===== config.mk =====
export PLATFORM = sky130hd
export DESIGN_NAME = rtc_alarm_top
export DESIGN_NICKNAME = d
export VERILOG_FILES = /design/src/rtl/rtc_pkg.sv /design/src/rtl/rtc_counter.sv /design/src/rtl/rtc_alarm_fsm.sv /design/src/rtl/rtc_regs.sv /design/src/rtl/rtc_alarm_top.sv
export SDC_FILE = /design/constraint.sdc
export NUM_CORES = 1
export LEC_CHECK = 0
export ABC_CLOCK_PERIOD_IN_PS = 2700
export BUFFER_PORTS_ARGS = -buffer_cell sky130_fd_sc_hd__clkbuf_2
export CORE_MARGIN = 2
export CORE_UTILIZATION = 53
export CTS_CLUSTER_SIZE = 14
export DETAILED_ROUTE_END_ITERATION = 12
export PLACE_DENSITY = 0.75
export SLEW_MARGIN = 15
export SYNTH_ARGS = -nofsm -noshare
export SYNTH_HDL_FRONTEND = slang
export SYNTH_SLANG_ARGS = --single-unit
export TNS_END_PERCENT = 30

===== constraint.sdc =====
create_clock -name clk -period 2.7 [get_ports clk]
set_input_delay 0.27 -clock clk [delete_from_list [all_inputs] [get_ports clk]]
set_output_delay 0.27 -clock clk [all_outputs]
set_load 0.02 [all_outputs]

===== src/rtl/rtc_pkg.sv =====
package rtc_pkg;
    localparam int DATA_W = 32;
    localparam int ADDR_W = 12;

    // word indices (byte offset >> 2)
    localparam logic [9:0] W_COUNT  = 10'h000;
    localparam logic [9:0] W_MATCH  = 10'h001;
    localparam logic [9:0] W_LOAD   = 10'h002;
    localparam logic [9:0] W_CTRL   = 10'h003;
    localparam logic [9:0] W_MASK   = 10'h004;
    localparam logic [9:0] W_RAW    = 10'h005;
    localparam logic [9:0] W_MASKED = 10'h006;
    localparam logic [9:0] W_ACK    = 10'h007;

    // upper address bits selecting the identification block (0xFE0..0xFFF)
    localparam logic [6:0] ID_PAGE = 7'h7F;

    typedef enum logic [0:0] {
        ALM_IDLE    = 1'b0,
        ALM_PENDING = 1'b1
    } alm_state_t;

    function automatic logic [7:0] id_byte(input logic [2:0] idx);
        logic [7:0] b;
        unique case (idx)
            3'd0: b = 8'h31;
            3'd1: b = 8'h10;
            3'd2: b = 8'h14;
            3'd3: b = 8'h00;
            3'd4: b = 8'h0D;
            3'd5: b = 8'hF0;
            3'd6: b = 8'h05;
            default: b = 8'hB1;
        endcase
        return b;
    endfunction
endpackage


===== src/rtl/rtc_counter.sv =====
module rtc_counter #(
    parameter int W = 32
) (
    input  logic         clk,
    input  logic         rst_n,
    input  logic         tick,
    input  logic         load_en,
    input  logic [W-1:0] load_val,
    output logic [W-1:0] count_q,
    output logic [W-1:0] count_nxt,
    output logic         count_upd
);
    always_comb begin
        count_upd = load_en | tick;
        if (load_en)
            count_nxt = load_val;
        else if (tick)
            count_nxt = count_q + W'(1);
        else
            count_nxt = count_q;
    end

    always_ff @(posedge clk or negedge rst_n) begin
        if (!rst_n)
            count_q <= '0;
        else
            count_q <= count_nxt;
    end

    AST_TICK_INCR: assert property (@(posedge clk) disable iff (!rst_n)
        (tick && !load_en) |=> (count_q == $past(count_q) + W'(1)));
    AST_LOAD_WINS: assert property (@(posedge clk) disable iff (!rst_n)
        load_en |=> (count_q == $past(load_val)));
    AST_COUNT_HOLD: assert property (@(posedge clk) disable iff (!rst_n)
        (!tick && !load_en) |=> $stable(count_q));
endmodule


===== src/rtl/rtc_alarm_fsm.sv =====
module rtc_alarm_fsm
    import rtc_pkg::*;
#(
    parameter int W = 32
) (
    input  logic         clk,
    input  logic         rst_n,
    input  logic         upd,
    input  logic [W-1:0] count_nxt,
    input  logic [W-1:0] match_nxt,
    input  logic         ack,
    output logic         raw
);
    alm_state_t state_q, state_d;
    logic       hit;

    assign hit = upd && (count_nxt == match_nxt);

    // next-state
    always_comb begin
        state_d = state_q;
        unique case (state_q)
            ALM_IDLE:    if (hit) state_d = ALM_PENDING;            // ARM_HIT
            ALM_PENDING: if (ack && !hit) state_d = ALM_IDLE;       // ACK_CLEAR
            default:     state_d = ALM_IDLE;
        endcase
    end

    // state register
    always_ff @(posedge clk or negedge rst_n) begin
        if (!rst_n)
            state_q <= ALM_IDLE;
        else
            state_q <= state_d;
    end

    // outputs
    always_comb begin
        unique case (state_q)
            ALM_PENDING: raw = 1'b1;
            default:     raw = 1'b0;
        endcase
    end

    AST_RAW_STICKY: assert property (@(posedge clk) disable iff (!rst_n)
        (raw && !ack) |=> raw);
    AST_ACK_CLEARS: assert property (@(posedge clk) disable iff (!rst_n)
        (ack && !upd) |=> !raw);
    AST_HIT_SETS: assert property (@(posedge clk) disable iff (!rst_n)
        (upd && count_nxt == match_nxt) |=> raw);
endmodule


===== src/rtl/rtc_regs.sv =====
module rtc_regs
    import rtc_pkg::*;
#(
    parameter int W  = DATA_W,
    parameter int AW = ADDR_W
) (
    input  logic          clk,
    input  logic          rst_n,
    input  logic [AW-1:0] bus_addr,
    input  logic          bus_wr,
    input  logic          bus_rd,
    input  logic [W-1:0]  bus_wdata,
    input  logic [W-1:0]  count_q,
    input  logic          raw,
    output logic          load_wr,
    output logic          ack_wr,
    output logic [W-1:0]  match_nxt,
    output logic [W-1:0]  bus_rdata,
    output logic          irq
);
    localparam int WA = AW - 2;

    logic [WA-1:0] word;
    logic [W-1:0]  match_q;
    logic [W-1:0]  load_shadow_q;
    logic          mask_q;
    logic          match_wr;
    logic          mask_wr;
    logic          masked;

    assign word     = bus_addr[AW-1:2];
    assign load_wr  = bus_wr && (word == W_LOAD);
    assign match_wr = bus_wr && (word == W_MATCH);
    assign mask_wr  = bus_wr && (word == W_MASK);
    assign ack_wr   = bus_wr && (word == W_ACK);

    assign match_nxt = match_wr ? bus_wdata : match_q;
    assign masked    = raw & mask_q;
    assign irq       = masked;

    always_ff @(posedge clk or negedge rst_n) begin
        if (!rst_n) begin
            match_q       <= '0;
            load_shadow_q <= '0;
            mask_q        <= 1'b0;
        end else begin
            match_q <= match_nxt;
            if (load_wr)
                load_shadow_q <= bus_wdata;
            if (mask_wr)
                mask_q <= bus_wdata[0];
        end
    end

    always_comb begin
        bus_rdata = '0;
        if (bus_rd) begin
            if (bus_addr[AW-1:5] == ID_PAGE)
                bus_rdata = W'(id_byte(bus_addr[4:2]));
            else begin
                unique case (word)
                    W_COUNT:  bus_rdata = count_q;
                    W_MATCH:  bus_rdata = match_q;
                    W_LOAD:   bus_rdata = load_shadow_q;
                    W_CTRL:   bus_rdata = W'(1);
                    W_MASK:   bus_rdata = W'(mask_q);
                    W_RAW:    bus_rdata = W'(raw);
                    W_MASKED: bus_rdata = W'(masked);
                    default:  bus_rdata = '0;
                endcase
            end
        end
    end

    AST_MASK_ONEBIT: assert property (@(posedge clk) disable iff (!rst_n)
        mask_wr |=> (mask_q == $past(bus_wdata[0])));
    AST_MATCH_HOLD: assert property (@(posedge clk) disable iff (!rst_n)
        !match_wr |=> $stable(match_q));
    AST_IDLE_RDATA: assert property (@(posedge clk) disable iff (!rst_n)
        !bus_rd |-> (bus_rdata == '0));
endmodule


===== src/rtl/rtc_alarm_top.sv =====
module rtc_alarm_top
    import rtc_pkg::*;
(
    input  logic              clk,
    input  logic              rst_n,
    input  logic              tick_i,
    input  logic [ADDR_W-1:0] bus_addr,
    input  logic              bus_wr,
    input  logic              bus_rd,
    input  logic [DATA_W-1:0] bus_wdata,
    output logic [DATA_W-1:0] bus_rdata,
    output logic              irq_o
);
    logic [DATA_W-1:0] count_q, count_nxt, match_nxt;
    logic              count_upd, load_wr, ack_wr, match_upd, raw;

    rtc_regs #(.W(DATA_W), .AW(ADDR_W)) u_regs (
        .clk(clk), .rst_n(rst_n),
        .bus_addr(bus_addr), .bus_wr(bus_wr), .bus_rd(bus_rd),
        .bus_wdata(bus_wdata), .count_q(count_q), .raw(raw),
        .load_wr(load_wr), .ack_wr(ack_wr), .match_nxt(match_nxt),
        .bus_rdata(bus_rdata), .irq(irq_o)
    );

    rtc_counter #(.W(DATA_W)) u_cnt (
        .clk(clk), .rst_n(rst_n), .tick(tick_i),
        .load_en(load_wr), .load_val(bus_wdata),
        .count_q(count_q), .count_nxt(count_nxt), .count_upd(count_upd)
    );

    assign match_upd = count_upd | (bus_wr && (bus_addr[ADDR_W-1:2] == W_MATCH));

    rtc_alarm_fsm #(.W(DATA_W)) u_alm (
        .clk(clk), .rst_n(rst_n), .upd(match_upd),
        .count_nxt(count_nxt), .match_nxt(match_nxt),
        .ack(ack_wr), .raw(raw)
    );

    AST_IRQ_NEEDS_RAW: assert property (@(posedge clk) disable iff (!rst_n)
        irq_o |-> raw);
endmodule


==> summary.md, run 1 <==
| Metric | Value |
|---|---|
| Count of pins over their slew limit | 0 |
| Vias per inst | about 5.8 |
| Reg-to-reg startpoint | u_cnt.count_q[13]$_DFF_PN0_ |
| Reg2reg setup slack | -0.17 ns |
| RSZ-0062 raised after global routing | yes |
| Die Wd | 110 µm |
| CTS Buffer Depth | 2 |
| Worst R2R Path Depth | 10 |
| Kind of critical path | reg2reg |
| Antenna Nets Post-Route | 0 |
| Rel. slew slack | 0.528 |
| Failing checks | negative setup slack |
| Initial drt markers | ~500 |
| Row cnt | 38 |
| Detail Route met3 WL | 1.38 mm |
| Uppermost layer routed | met4 |
| H-tree depth | 3 |
| Critical Path Fanout Max | 4 |
| Worst hold path endpoint | u_regs.load_shadow_q[25]$_DFFE_PN0P_ |
| WL met1 | around 7.8 mm |
| Die Y | ~110 µm |
| Final setup fails | 1 |
| Residual DRC | 0 |
| Diodes inserted | 0 |
| Sequential area share after synthesis | 0.414 |
| Routed len/inst | 18.0 µm |
| Worst slew pin tran | ~0.71 ns |
| Hold WS | between 0.1 and 0.15 ns |
| Buffers on Ports | a little under 80 |
| DP HPWL | about 13 mm |
| Syn Std Cell Area | slightly below 0.006 mm² |
| Power density cells | 464 mW/mm² |
| Clk_lat worst skew | roughly 0.39 ns |
| DR pass1 iterations | 6 |
| Reg2reg end | u_alm.state_q$_DFF_PN0_ |
| Async S/R FF share, synth | 1.00 |
| Fin crit share | 1.06 |
| Top post-synthesis cells by area | dfrtp_1, nand2_1, xnor2_1, mux2i_1, nor2_1 |
| Utilization after layout | 0.688 |
| Met2 Wirelength | a little under 9 mm |
| Antenna violations before repair | 0 |
| Worst setup margin | -0.168 ns |
| Clock sink total | 98 |
| First-pass GRT wire length | just under 30 mm |
| Worst Setup End Kind | flip-flop |
| Crit path required time | roughly 3.0 ns |
| Most frequent cells in the layout | nand2_1, buf_4, dfrtp_1 |
| Clock Pin Slew Worst Setup and Hold Paths | about 0.10 ns |
| DRT Wirelength | 18.4 mm |
| Placeable Area | approximately 0.011 mm² |
| Top_reg_cell synth | dfrtp_1 |
| Final min period | approximately 2.9 ns |
| NumNets Final | 931 |
| Hold Fails Final Rpt | 0 |
| Clock root buffer | clkbuf_8 |
| Most common cell after layout, fill and taps aside | nand2_1 |
| Layout area overhead | 26.6% |
| Yosys top cell area share | 0.414 |
| Max VDD drop | a little under 0.4 mV |
| CTS tree | built |
| Syn_nets | roughly 770 |
| Io pins | 82 |
| Synth unique cells | ~60 |
| Total grt overflow | 0 |
| Yosys top cell by area | dfrtp_1 |
| Setup TNS after final layout | -0.168 ns |
| CP arrival | 3.15 ns |
| Syn Inst Count | between 700 and 800 |
| EDFF count, synth | 0 |
| Via count of the routed design | ~5900 |
| Setup crit start kind | flip-flop |
| Cts bufs inserted | 9 |
| Max Cap Viol | 0 |
| Die area | 0.0120 mm² |
| Overall Global Routing Usage | 0.325 |
| Mean Syn Cell Area | a little over 8 µm² |
| Ys Warns | 0 |
| Vias in the first global route | approximately 5800 |
| WHS Path Cells | 3 |
| Initial Util | 0.544 |
| Synth Register Bits | 98 |
| Fmax | 349 MHz |
| Largest net degree at the start of global routing | 54 |
| HP Class | in2reg |
| Final Skew | between 0.01 and 0.015 ns |
| Outcome | finished, violations left |
| Gp weighted congestion | a little under 1 |
| Min-Delay Startpoint | bus_wdata[25] |
| Lkg Pwr | roughly 3.8 nW |
| Share of cells above drive strength 1 | 0.266 |
-- synthesized netlist by cell type (2+ instances only) --
cell       count
a21o_1         2
a21oi_1       43
a22oi_1        3
a311oi_1       3
a31oi_1        3
and2_1         7
and3_1         3
and4_1         2
buf_1          3
buf_2          6
buf_4          3
clkbuf_1      24
dfrtp_1       98
inv_1          9
mux2_2        10
mux2i_1       31
nand2_1      187
nand2b_1       3
nand3_1       19
nand3b_1       3
nand4_1       15
nor2_1        81
nor2b_1        6
nor3_1        12
nor3_2         2
nor4_1         7
o2111ai_1      2
o211ai_1       2
o21ai_0       28
o221ai_1       2
o22ai_1        5
xnor2_1       37
xor2_1        30
-- flip-flops by register name, indices dropped and copies added (netlist names) --
signal                cells
u_cnt.count_q            32
u_regs.load_shadow_q     32
u_regs.match_q           32
u_alm.state_q             1
u_regs.mask_q             1
-- power by group --
group,leakage (nW),internal [mW],switching (mW)
combinational,2.34,0.325,0.398
sequential,1.33,1.54,0.0653
clock,0.114,0.615,0.534
-- cell type report --
| type | instances | area, µm² |
|---|---|---|
| Fill cell | 870 | 3390 |
| Multi-Input combinational cell | 574 | 3350 |
| Sequential cell | 98 | 2450 |
| Timing Repair Buffer | 189 | 1250 |
| Tap cell | 140 | 175 |
| Clock buffer | 11 | 131 |
| Clock inverter | 5 | 103 |
| Inverter | 9 | 33.8 |
-- worst max-delay path by stage --
stage                           startpoint                       to  slack (ns)
2_1_floorplan                 bus_addr[10]  u_alm.state_q$_DFF_PN0_        0.03
3_3_place_gp                  bus_addr[10]  u_alm.state_q$_DFF_PN0_       -0.21
3_5_place_dp                  bus_addr[10]  u_alm.state_q$_DFF_PN0_       -0.24
4_1_cts        u_cnt.count_q[13]$_DFF_PN0_  u_alm.state_q$_DFF_PN0_       -0.12
5_1_grt        u_cnt.count_q[15]$_DFF_PN0_  u_alm.state_q$_DFF_PN0_       -0.27
6_report       u_cnt.count_q[13]$_DFF_PN0_  u_alm.state_q$_DFF_PN0_       -0.17
-- critical path: stages, from the launching register on --
cell and delay [ns]:
dfrtp_1 0.42, nand4_1 0.18, nor4_2 0.29, buf_4 0.17, nand4_1 0.14, xor2_2 0.19, xnor2_1 0.16, nor4b_2 0.31
o2111ai_1 0.16, or4b_4 0.53, o41ai_2 0.22
-- stage by stage --
stage	cells	setup slack, ns	total power, mW	cell area [µm²]
after global routing	1026	-0.268	3.61	7490
final	1026	-0.168	3.48	7490
after detailed placement	1006	-0.241	2.32	7160
after CTS	1026	-0.125	3.46	7480
after floorplan	717	0.0286	1.97	5930
after global placement	1006	-0.211	2.31	7160
-- cells by family after synthesis --
kind of cell	share of synthesized area
flip-flops	0.414
adder cells (fa/ha/maj)	0.00211
AO/OA/AOI/OAI	0.105
multiplexers	0.0740
XOR/XNOR	0.0991
buffers and inverters	0.0317
AND/OR/NAND/NOR	0.274
-- layer usage --
| layer | up-vias | GRT usage |
|---|---|---|
| met5 | - | 0 |
| met4 | 0 | 0.130 |
| met3 | 50 | 0.0628 |
| met2 | 259 | 0.525 |
| met1 | 2851 | 0.431 |
| li1 | 2765 | - |
-- what timing repair did --
item,in CTS,in global routing
setup endpoints to repair,1,1
gates resized for setup,13,5
hold buffers,1,0
cloned,1,0
endpoints found under the hold margin,49,0
buffers inserted,2,0
pin swaps,7,6
No activity file was read; power rests on OpenSTA's default activity.
==> inputs of run 2 (changes only) <==
--- a/config.mk
+++ b/config.mk
@@ -7,7 +7,7 @@
 export LEC_CHECK = 0
 export ABC_CLOCK_PERIOD_IN_PS = 2700
 export BUFFER_PORTS_ARGS = -buffer_cell sky130_fd_sc_hd__clkbuf_2
-export CORE_MARGIN = 2
+export CORE_MARGIN = 4
 export CORE_UTILIZATION = 53
 export CTS_CLUSTER_SIZE = 14
 export DETAILED_ROUTE_END_ITERATION = 12
==> run 2 against run 1 <==
  * Maximum frequency grew 0.97%
  * Highest routed layer unchanged
  * The flow still finishes with violations (negative setup slack)
  * Cell area grew 1.1%
  * Clock power is 19% lower
  * Via count rose by 2.6%
  * Utilization increased by 0.77 points
  * Clock-buffer cell count unchanged
  * Critical path depth stayed put
  * Hold slack hardly changed
  * Critical path type unchanged
  * Sequential power about the same
  * Die area is 7.4% higher
  * Register-to-register slack better by 0.03 ns
==> summary.md, run 2 (synthesis gave the netlist of run 1 again) <==
| Metric | Value |
|---|---|
| CP arrival | 3.14 ns (was 3.15 ns) |
| Pint | 2.31 mW (was 2.48 mW) |
| Via count of the routed design | 6081 (was 5925) |
| Most frequent cells in the layout | nand2_1, buf_4, dfrtp_1 (unchanged) |
| HP Class | in2reg (unchanged) |
| Lkg Pwr | 3.84 nW (was 3.78 nW) |
| Clock root buffer | clkbuf_8 (unchanged) |
| Flop pwr share | 0.487 (was 0.461) |
| Antenna Nets Post-Route | 0 (unchanged) |
| Count of pins over their slew limit | 0 (unchanged) |
| Layout area overhead | 28.0% (was 26.6%) |
| Row cnt | 38 (unchanged) |
| Largest regs | u_cnt.count_q x32, u_regs.load_shadow_q x32, u_regs.match_q x32 (unchanged) |
| DP HPWL | 13.8 mm (was 13.2 mm) |
| Placeable Area | 0.0109 mm² (unchanged) |
| First-pass GRT wire length | 30.5 mm (was 29.6 mm) |
| Die Wd | 114 µm (was 110 µm) |
| Final min period | 2.84 ns (was 2.87 ns) |
| Largest net degree at the start of global routing | 58 (was 54) |
| Initial drt markers | 592 (was 496) |
| Final Skew | 0.0183 ns (was 0.0144 ns) |
| Kind of critical path | reg2reg (unchanged) |
| WHS Path Cells | 3 (unchanged) |
| H-tree depth | 3 (unchanged) |
| NumNets Final | 937 (was 931) |
| Comb power frac | 0.228 (was 0.208) |
| Worst setup margin | -0.141 ns (was -0.168 ns) |
| Vias in the first global route | 6150 (was 5783) |
| Number of instances in the placed design | 1008 (was 1006) |
| Fin area | 0.00758 mm² (was 0.00749 mm²) |
| Utilization after layout | 0.696 (was 0.688) |
| DR pass1 iterations | 6 (unchanged) |
| Outcome | finished, violations left (unchanged) |
| DP Area | 0.00722 mm² (was 0.00716 mm²) |
| Crit path required time | 2.99 ns (was 2.98 ns) |
| Max VDD drop | 0.332 mV (was 0.394 mV) |
| Clock sink total | 98 (unchanged) |
| Switching Share | 0.298 (was 0.287) |
| Diodes inserted | 0 (unchanged) |
| Share of cells above drive strength 1 | 0.276 (was 0.266) |
| Fin crit share | 1.05 (was 1.06) |
| Buffers on Ports | 79 (unchanged) |
| Critical Path Fanout Max | 4 (unchanged) |
| CTS Buffer Depth | 2 (unchanged) |
| Cts bufs inserted | 9 (unchanged) |
| Rel. slew slack | 0.603 (was 0.528) |
| Antenna violations before repair | 0 (unchanged) |
| Most common cell after layout, fill and taps aside | nand2_1 (unchanged) |
| Worst R2R Path Depth | 10 (unchanged) |
| Failing checks | negative setup slack (unchanged) |
| DRT Wirelength | 19.1 mm (was 18.4 mm) |
| Non-Filler Instances | 1030 (was 1026) |
| Power density cells | 433 mW/mm² (was 464 mW/mm²) |
| Io pins | 82 (unchanged) |
| Die area | 0.0129 mm² (was 0.0120 mm²) |
| Fmax | 352 MHz (was 349 MHz) |
| Net Switching | 0.979 mW (was 0.997 mW) |
| Routed len/inst | 18.5 µm (was 18.0 µm) |
| Worst Setup End Kind | flip-flop (unchanged) |
| Max Cap Viol | 0 (unchanged) |
| Final setup fails | 1 (unchanged) |
| Total grt overflow | 0 (unchanged) |
| CTS tree | built (unchanged) |
| Total power draw | 3.28 mW (was 3.48 mW) |
| Residual DRC | 0 (unchanged) |
| Initial Util | 0.544 (unchanged) |
| Worst slew pin tran | 0.596 ns (was 0.708 ns) |
| Hold Fails Final Rpt | 0 (unchanged) |
| Clock power share | 0.284 (was 0.331) |
| Gp weighted congestion | 0.937 (was 0.980) |
| Setup crit start kind | flip-flop (unchanged) |
| Die Y | 114 µm (was 110 µm) |
| Vias per inst | 5.90 (was 5.77) |
| RSZ-0062 raised after global routing | yes (unchanged) |
| Overall Global Routing Usage | 0.299 (was 0.325) |
| Clk_lat worst skew | 0.38 ns (was 0.39 ns) |
| Clock Pin Slew Worst Setup and Hold Paths | 0.10 ns (about the same) |
[run 2: through the flow]
step / worst slack (ns) / hold slack [ns] / TNS, ns
after detailed placement: -0.323 / 0.318 / -0.323
after CTS: -0.0984 / 0.102 / -0.0984
after global placement: -0.247 / 0.300 / -0.247
final: -0.141 / 0.113 / -0.141
after global routing: -0.230 / 0.130 / -0.230
after floorplan: 0.0286 / -0.0256 / 0
[run 2: worst max-delay path, cell delays in order, from the launching register on]
cell	delay (ns)
dfrtp_1	0.42
nand3_1	0.19
nor4_4	0.38
buf_4	0.19
nand4_1	0.09
xnor2_1	0.16
a21boi_2	0.17
xor2_1	0.26
o2111ai_1	0.16
or4b_4	0.56
o41ai_2	0.19
[run 2: repair_timing]
action,in CTS,in global routing
hold endpoints to repair,41,0
pin swaps,10,6
hold buffers,1,0
gates resized for setup,7,16
buffers inserted,3,4
endpoints found under the setup margin,1,1
[run 2: final timing paths]
kind | to | slack, ns | startpoint
hold / removal | u_regs.load_shadow_q[30]$_DFFE_PN0P_ | 0.11 | bus_wdata[30]
max in group asynchronous | u_cnt.count_q[28]$_DFF_PN0_ | 1.58 | rst_n
hold reg to reg | u_regs.load_shadow_q[8]$_DFFE_PN0P_ | 0.48 | u_regs.load_shadow_q[8]$_DFFE_PN0P_
min in group asynchronous | u_regs.load_shadow_q[9]$_DFFE_PN0P_ | 0.43 | rst_n
setup / recovery | u_alm.state_q$_DFF_PN0_ | -0.14 | u_cnt.count_q[13]$_DFF_PN0_
setup reg to reg | u_alm.state_q$_DFF_PN0_ | -0.14 | u_cnt.count_q[13]$_DFF_PN0_
[run 2: cell type report]
class | count | area (µm²)
clock buffer | 11 | 131
clock inverter | 3 | 42.5
fill | 846 | 3310
inverter | 9 | 33.8
multi-input combinational | 574 | 3400
sequential | 98 | 2450
tap | 140 | 175
timing repair buffer | 195 | 1340
[run 2: metal layers]
metal | up-vias | share of wire | global-route usage
li1 | 2772 | - | -
met1 | 2927 | 0.40 | 0.393
met2 | 332 | 0.48 | 0.482
met3 | 50 | 0.089 | 0.0621
met4 | 0 | 0.030 | 0.122
met5 | - | 0 | 0
[run 2: power groups by stage]
stage	Combinational [mW]	Sequential [mW]	Clock, mW
floorplan	0.338	1.63	0
global placement	0.708	1.62	0
detailed placement	0.722	1.63	0
CTS	0.732	1.60	0.942
global route	0.808	1.61	1.01
finish	0.750	1.60	0.934
==> inputs of run 3 (changes only) <==
--- a/config.mk
+++ b/config.mk
@@ -5,13 +5,13 @@
 export SDC_FILE = /design/constraint.sdc
 export NUM_CORES = 1
 export LEC_CHECK = 0
-export ABC_CLOCK_PERIOD_IN_PS = 2700
+export ABC_CLOCK_PERIOD_IN_PS = 2800
 export BUFFER_PORTS_ARGS = -buffer_cell sky130_fd_sc_hd__clkbuf_2
 export CORE_MARGIN = 4
 export CORE_UTILIZATION = 53
 export CTS_CLUSTER_SIZE = 14
 export DETAILED_ROUTE_END_ITERATION = 12
-export PLACE_DENSITY = 0.75
+export PLACE_DENSITY = 0.72
 export SLEW_MARGIN = 15
 export SYNTH_ARGS = -nofsm -noshare
 export SYNTH_HDL_FRONTEND = slang
==> constraint.sdc (replaced) <==
create_clock -name clk -period 2.8 [get_ports clk]
set_input_delay 0.28 -clock clk [delete_from_list [all_inputs] [get_ports clk]]
set_output_delay 0.28 -clock clk [all_outputs]
set_load 0.02 [all_outputs]
==> run 3 against run 2 <==
  * The flow still finishes with violations (negative setup slack)
  * Critical path type unchanged
  * Power fell by 2.6%
  * Utilization down 1.4 points
  * Largest power group unchanged
  * Routed wire length is 4.4% lower
  * Largest cell class unchanged
  * Maximum frequency fell by 1.0%
==> summary.md, run 3 (synthesis gave the netlist of run 1 again) <==
| Metric | Value |
|---|---|
| Most common cell after layout, fill and taps aside | nand2_1 (unchanged) |
| Clock root buffer | clkbuf_8 (unchanged) |
| Reg2reg end | u_alm.state_q$_DFF_PN0_ (unchanged) |
| Row cnt | 38 (unchanged) |
| Cts bufs inserted | 9 (unchanged) |
| Setup TNS after final layout | -0.0705 ns (was -0.141 ns) |
| Largest net degree at the start of global routing | 51 (was 58) |
| First-pass GRT wire length | 29.6 mm (was 30.5 mm) |
| CP delay by family, top | simple AND/OR/NAND/NOR gates (unchanged) |
| WHS Path Cells | 3 (unchanged) |
| Failing checks | negative setup slack (unchanged) |
| Largest regs | u_cnt.count_q x32, u_regs.load_shadow_q x32, u_regs.match_q x32 (unchanged) |
| Outcome | finished, violations left (unchanged) |
| Number of instances in the placed design | 1001 (was 1008) |
| Final min period | 2.87 ns (was 2.84 ns) |
| DR pass1 iterations | 7 (was 6) |
| Placeable Area | 0.0109 mm² (unchanged) |
| Diodes inserted | 0 (unchanged) |
| Total grt overflow | 0 (unchanged) |
| Final Skew | 0.0134 ns (was 0.0183 ns) |
| Met2 Wirelength | 8.68 mm (was 9.15 mm) |
| Crit path depth | 11 (was 10) |
| Final setup fails | 1 (unchanged) |
| Initial Util | 0.544 (unchanged) |
| Gp weighted congestion | 0.917 (was 0.937) |
| Kind of critical path | reg2reg (unchanged) |
| CP arrival | 3.15 ns (was 3.14 ns) |
| DP HPWL | 13.3 mm (was 13.8 mm) |
| DRT Wirelength | 18.2 mm (was 19.1 mm) |
| Vias per inst | 5.78 (was 5.90) |
| Antenna violations before repair | 0 (unchanged) |
| Crit path required time | 3.08 ns (was 2.99 ns) |
| WL met1 | 7.44 mm (was 7.64 mm) |
| DP Area | 0.00713 mm² (was 0.00722 mm²) |
| Hold Fails Final Rpt | 0 (unchanged) |
| Initial drt markers | 508 (was 592) |
| Critical Path, Cell by Cell | ha_2 > nand3_2 > nor2_4 > buf_4 > nand4_1 > xor2_2 > xnor2_1 > nor4b_2 > o2111ai_1 > or4b_4 > o41ai_2 (was nand3_1 > nor4_4 > buf_4 > nand4_1 > xnor2_1 > a21boi_2 > xor2_1 > o2111ai_1 > or4b_4 > o41ai_2) |
| Slowest-stage cell, CP | or4b_4 (unchanged) |
| Worst Setup End Kind | flip-flop (unchanged) |
| Buf+Inv Stages, Crit Path | 1 (unchanged) |
| Non-Filler Instances | 1020 (was 1030) |
| Fmax | 348 MHz (was 352 MHz) |
| Worst hold path endpoint | u_regs.load_shadow_q[13]$_DFFE_PN0P_ (was u_regs.load_shadow_q[30]$_DFFE_PN0P_) |
| Min-Delay Startpoint | bus_wdata[13] (was bus_wdata[30]) |
| Via count of the routed design | 5900 (was 6081) |
| Worst slew pin tran | 0.680 ns (was 0.596 ns) |
| Most frequent cells in the layout | nand2_1, buf_4, dfrtp_1 (unchanged) |
| Total power draw | 3.20 mW (was 3.28 mW) |
| CTS Buffer Depth | 2 (unchanged) |
| NumNets Final | 925 (was 937) |
| Routed len/inst | 17.9 µm (was 18.5 µm) |
| Fin crit share | 1.03 (was 1.05) |
| Utilization after layout | 0.682 (was 0.696) |
| CTS tree | built (unchanged) |
| Setup crit start kind | flip-flop (unchanged) |
| Share of cells above drive strength 1 | 0.267 (was 0.276) |
| Clock sink total | 98 (unchanged) |
| Uppermost layer routed | met4 (unchanged) |
| Lkg Pwr | 3.74 nW (was 3.84 nW) |
| Worst R2R Path Depth | 11 (was 10) |
| Io pins | 82 (unchanged) |
| RSZ-0062 raised after global routing | yes (unchanged) |
| Rel. slew slack | 0.547 (was 0.603) |
| Reg-to-reg startpoint | u_cnt.count_q[1]$_DFF_PN0_ (was u_cnt.count_q[13]$_DFF_PN0_) |
| Die Y | 114 µm (unchanged) |
| Fill count | 876 (was 846) |
| HP Class | in2reg (unchanged) |
| Hold WS | 0.126 ns (was 0.113 ns) |
| Layout area overhead | 25.5% (was 28.0%) |
| Die area | 0.0129 mm² (unchanged) |
| Count of pins over their slew limit | 0 (unchanged) |
| Residual DRC | 0 (unchanged) |
| Power density cells | 431 mW/mm² (was 433 mW/mm²) |
| Detail Route met3 WL | 1.70 mm (was 1.71 mm) |
| Vias in the first global route | 5867 (was 6150) |
| Critical Path Fanout Max | 5 (was 4) |
| Reg2reg setup slack | -0.07 ns (was -0.14 ns) |
| Max VDD drop | 0.274 mV (was 0.332 mV) |
| H-tree depth | 3 (unchanged) |
| Worst setup margin | -0.0705 ns (was -0.141 ns) |
| Clock Pin Slew Worst Setup and Hold Paths | 0.10 ns (about the same) |
| Buffers on Ports | 79 (unchanged) |
| Worst slack at placement | -0.262 ns (was -0.323 ns) |
| Crit-path max cell delay | 0.58 ns (was 0.56 ns) |
| Die Wd | 114 µm (unchanged) |
| Clk_lat worst skew | 0.38 ns (about the same) |
| Antenna Nets Post-Route | 0 (unchanged) |
| Fin area | 0.00743 mm² (was 0.00758 mm²) |
| Overall Global Routing Usage | 0.290 (was 0.299) |
| Max Cap Viol | 0 (unchanged) |
==> run 3: cell types whose count changed in the layout (fill, tap and decap cells not counted), moves of 2 or more <==
cell      previous run  this run
buf_4              109       102
clkbuf_1             2         0
buf_12               5         2
xnor2_1             34        36
nor4_1               2         4
o21ai_2              2         0
o21ai_1              2         4
nor2_1              81        79
buf_6                2         0
xnor2_2              3         1
==> run 3: tightest hold or removal path: cells and delay by family <==
family | cells | cell delay (ns)
buffers and inverters | 1 | 0.09
and+or+nand+nor | 2 | 0.11
==> run 3: power breakdown <==
part           internal, mW  switching [mW]  total [mW]
clock                 0.438           0.518       0.956
combinational         0.311           0.378       0.689
sequential             1.49          0.0702        1.56
==> run 3: final cells by class <==
type	instances	area, µm²	share of cell area
sequential	98	2450	0.330
tap	140	175	0.0236
inverter	9	33.8	0.00455
timing repair buffer	183	1210	0.162
clock inverter	6	63.8	0.00859
multi-input combinational	574	3360	0.452
clock buffer	10	138	0.0185
==> run 3: how the worst max path moves through the flow <==
stage | startpoint | end | slack [ns]
2_1_floorplan | u_cnt.count_q[5]$_DFF_PN0_ | u_alm.state_q$_DFF_PN0_ | 0.02
3_3_place_gp | bus_addr[9] | u_alm.state_q$_DFF_PN0_ | -0.13
3_5_place_dp | bus_addr[9] | u_alm.state_q$_DFF_PN0_ | -0.26
4_1_cts | u_cnt.count_q[1]$_DFF_PN0_ | u_alm.state_q$_DFF_PN0_ | 0.005
5_1_grt | u_cnt.count_q[1]$_DFF_PN0_ | u_alm.state_q$_DFF_PN0_ | -0.21
6_report | u_cnt.count_q[1]$_DFF_PN0_ | u_alm.state_q$_DFF_PN0_ | -0.07
==> run 3: timing repair <==
item / in CTS / in global routing
hold endpoints to repair: 48 / 0
gates resized for setup: 16 / 4
pin swaps: 4 / 3
setup buffers: 2 / 0
hold buffers: 1 / 0
setup endpoints to repair: 1 / 1
==> run 3: layer usage <==
metal,GRT usage,vias up
met1,0.390,2819
met4,0.0921,0
met3,0.0573,34
met5,0,-
met2,0.474,306
li1,-,2741
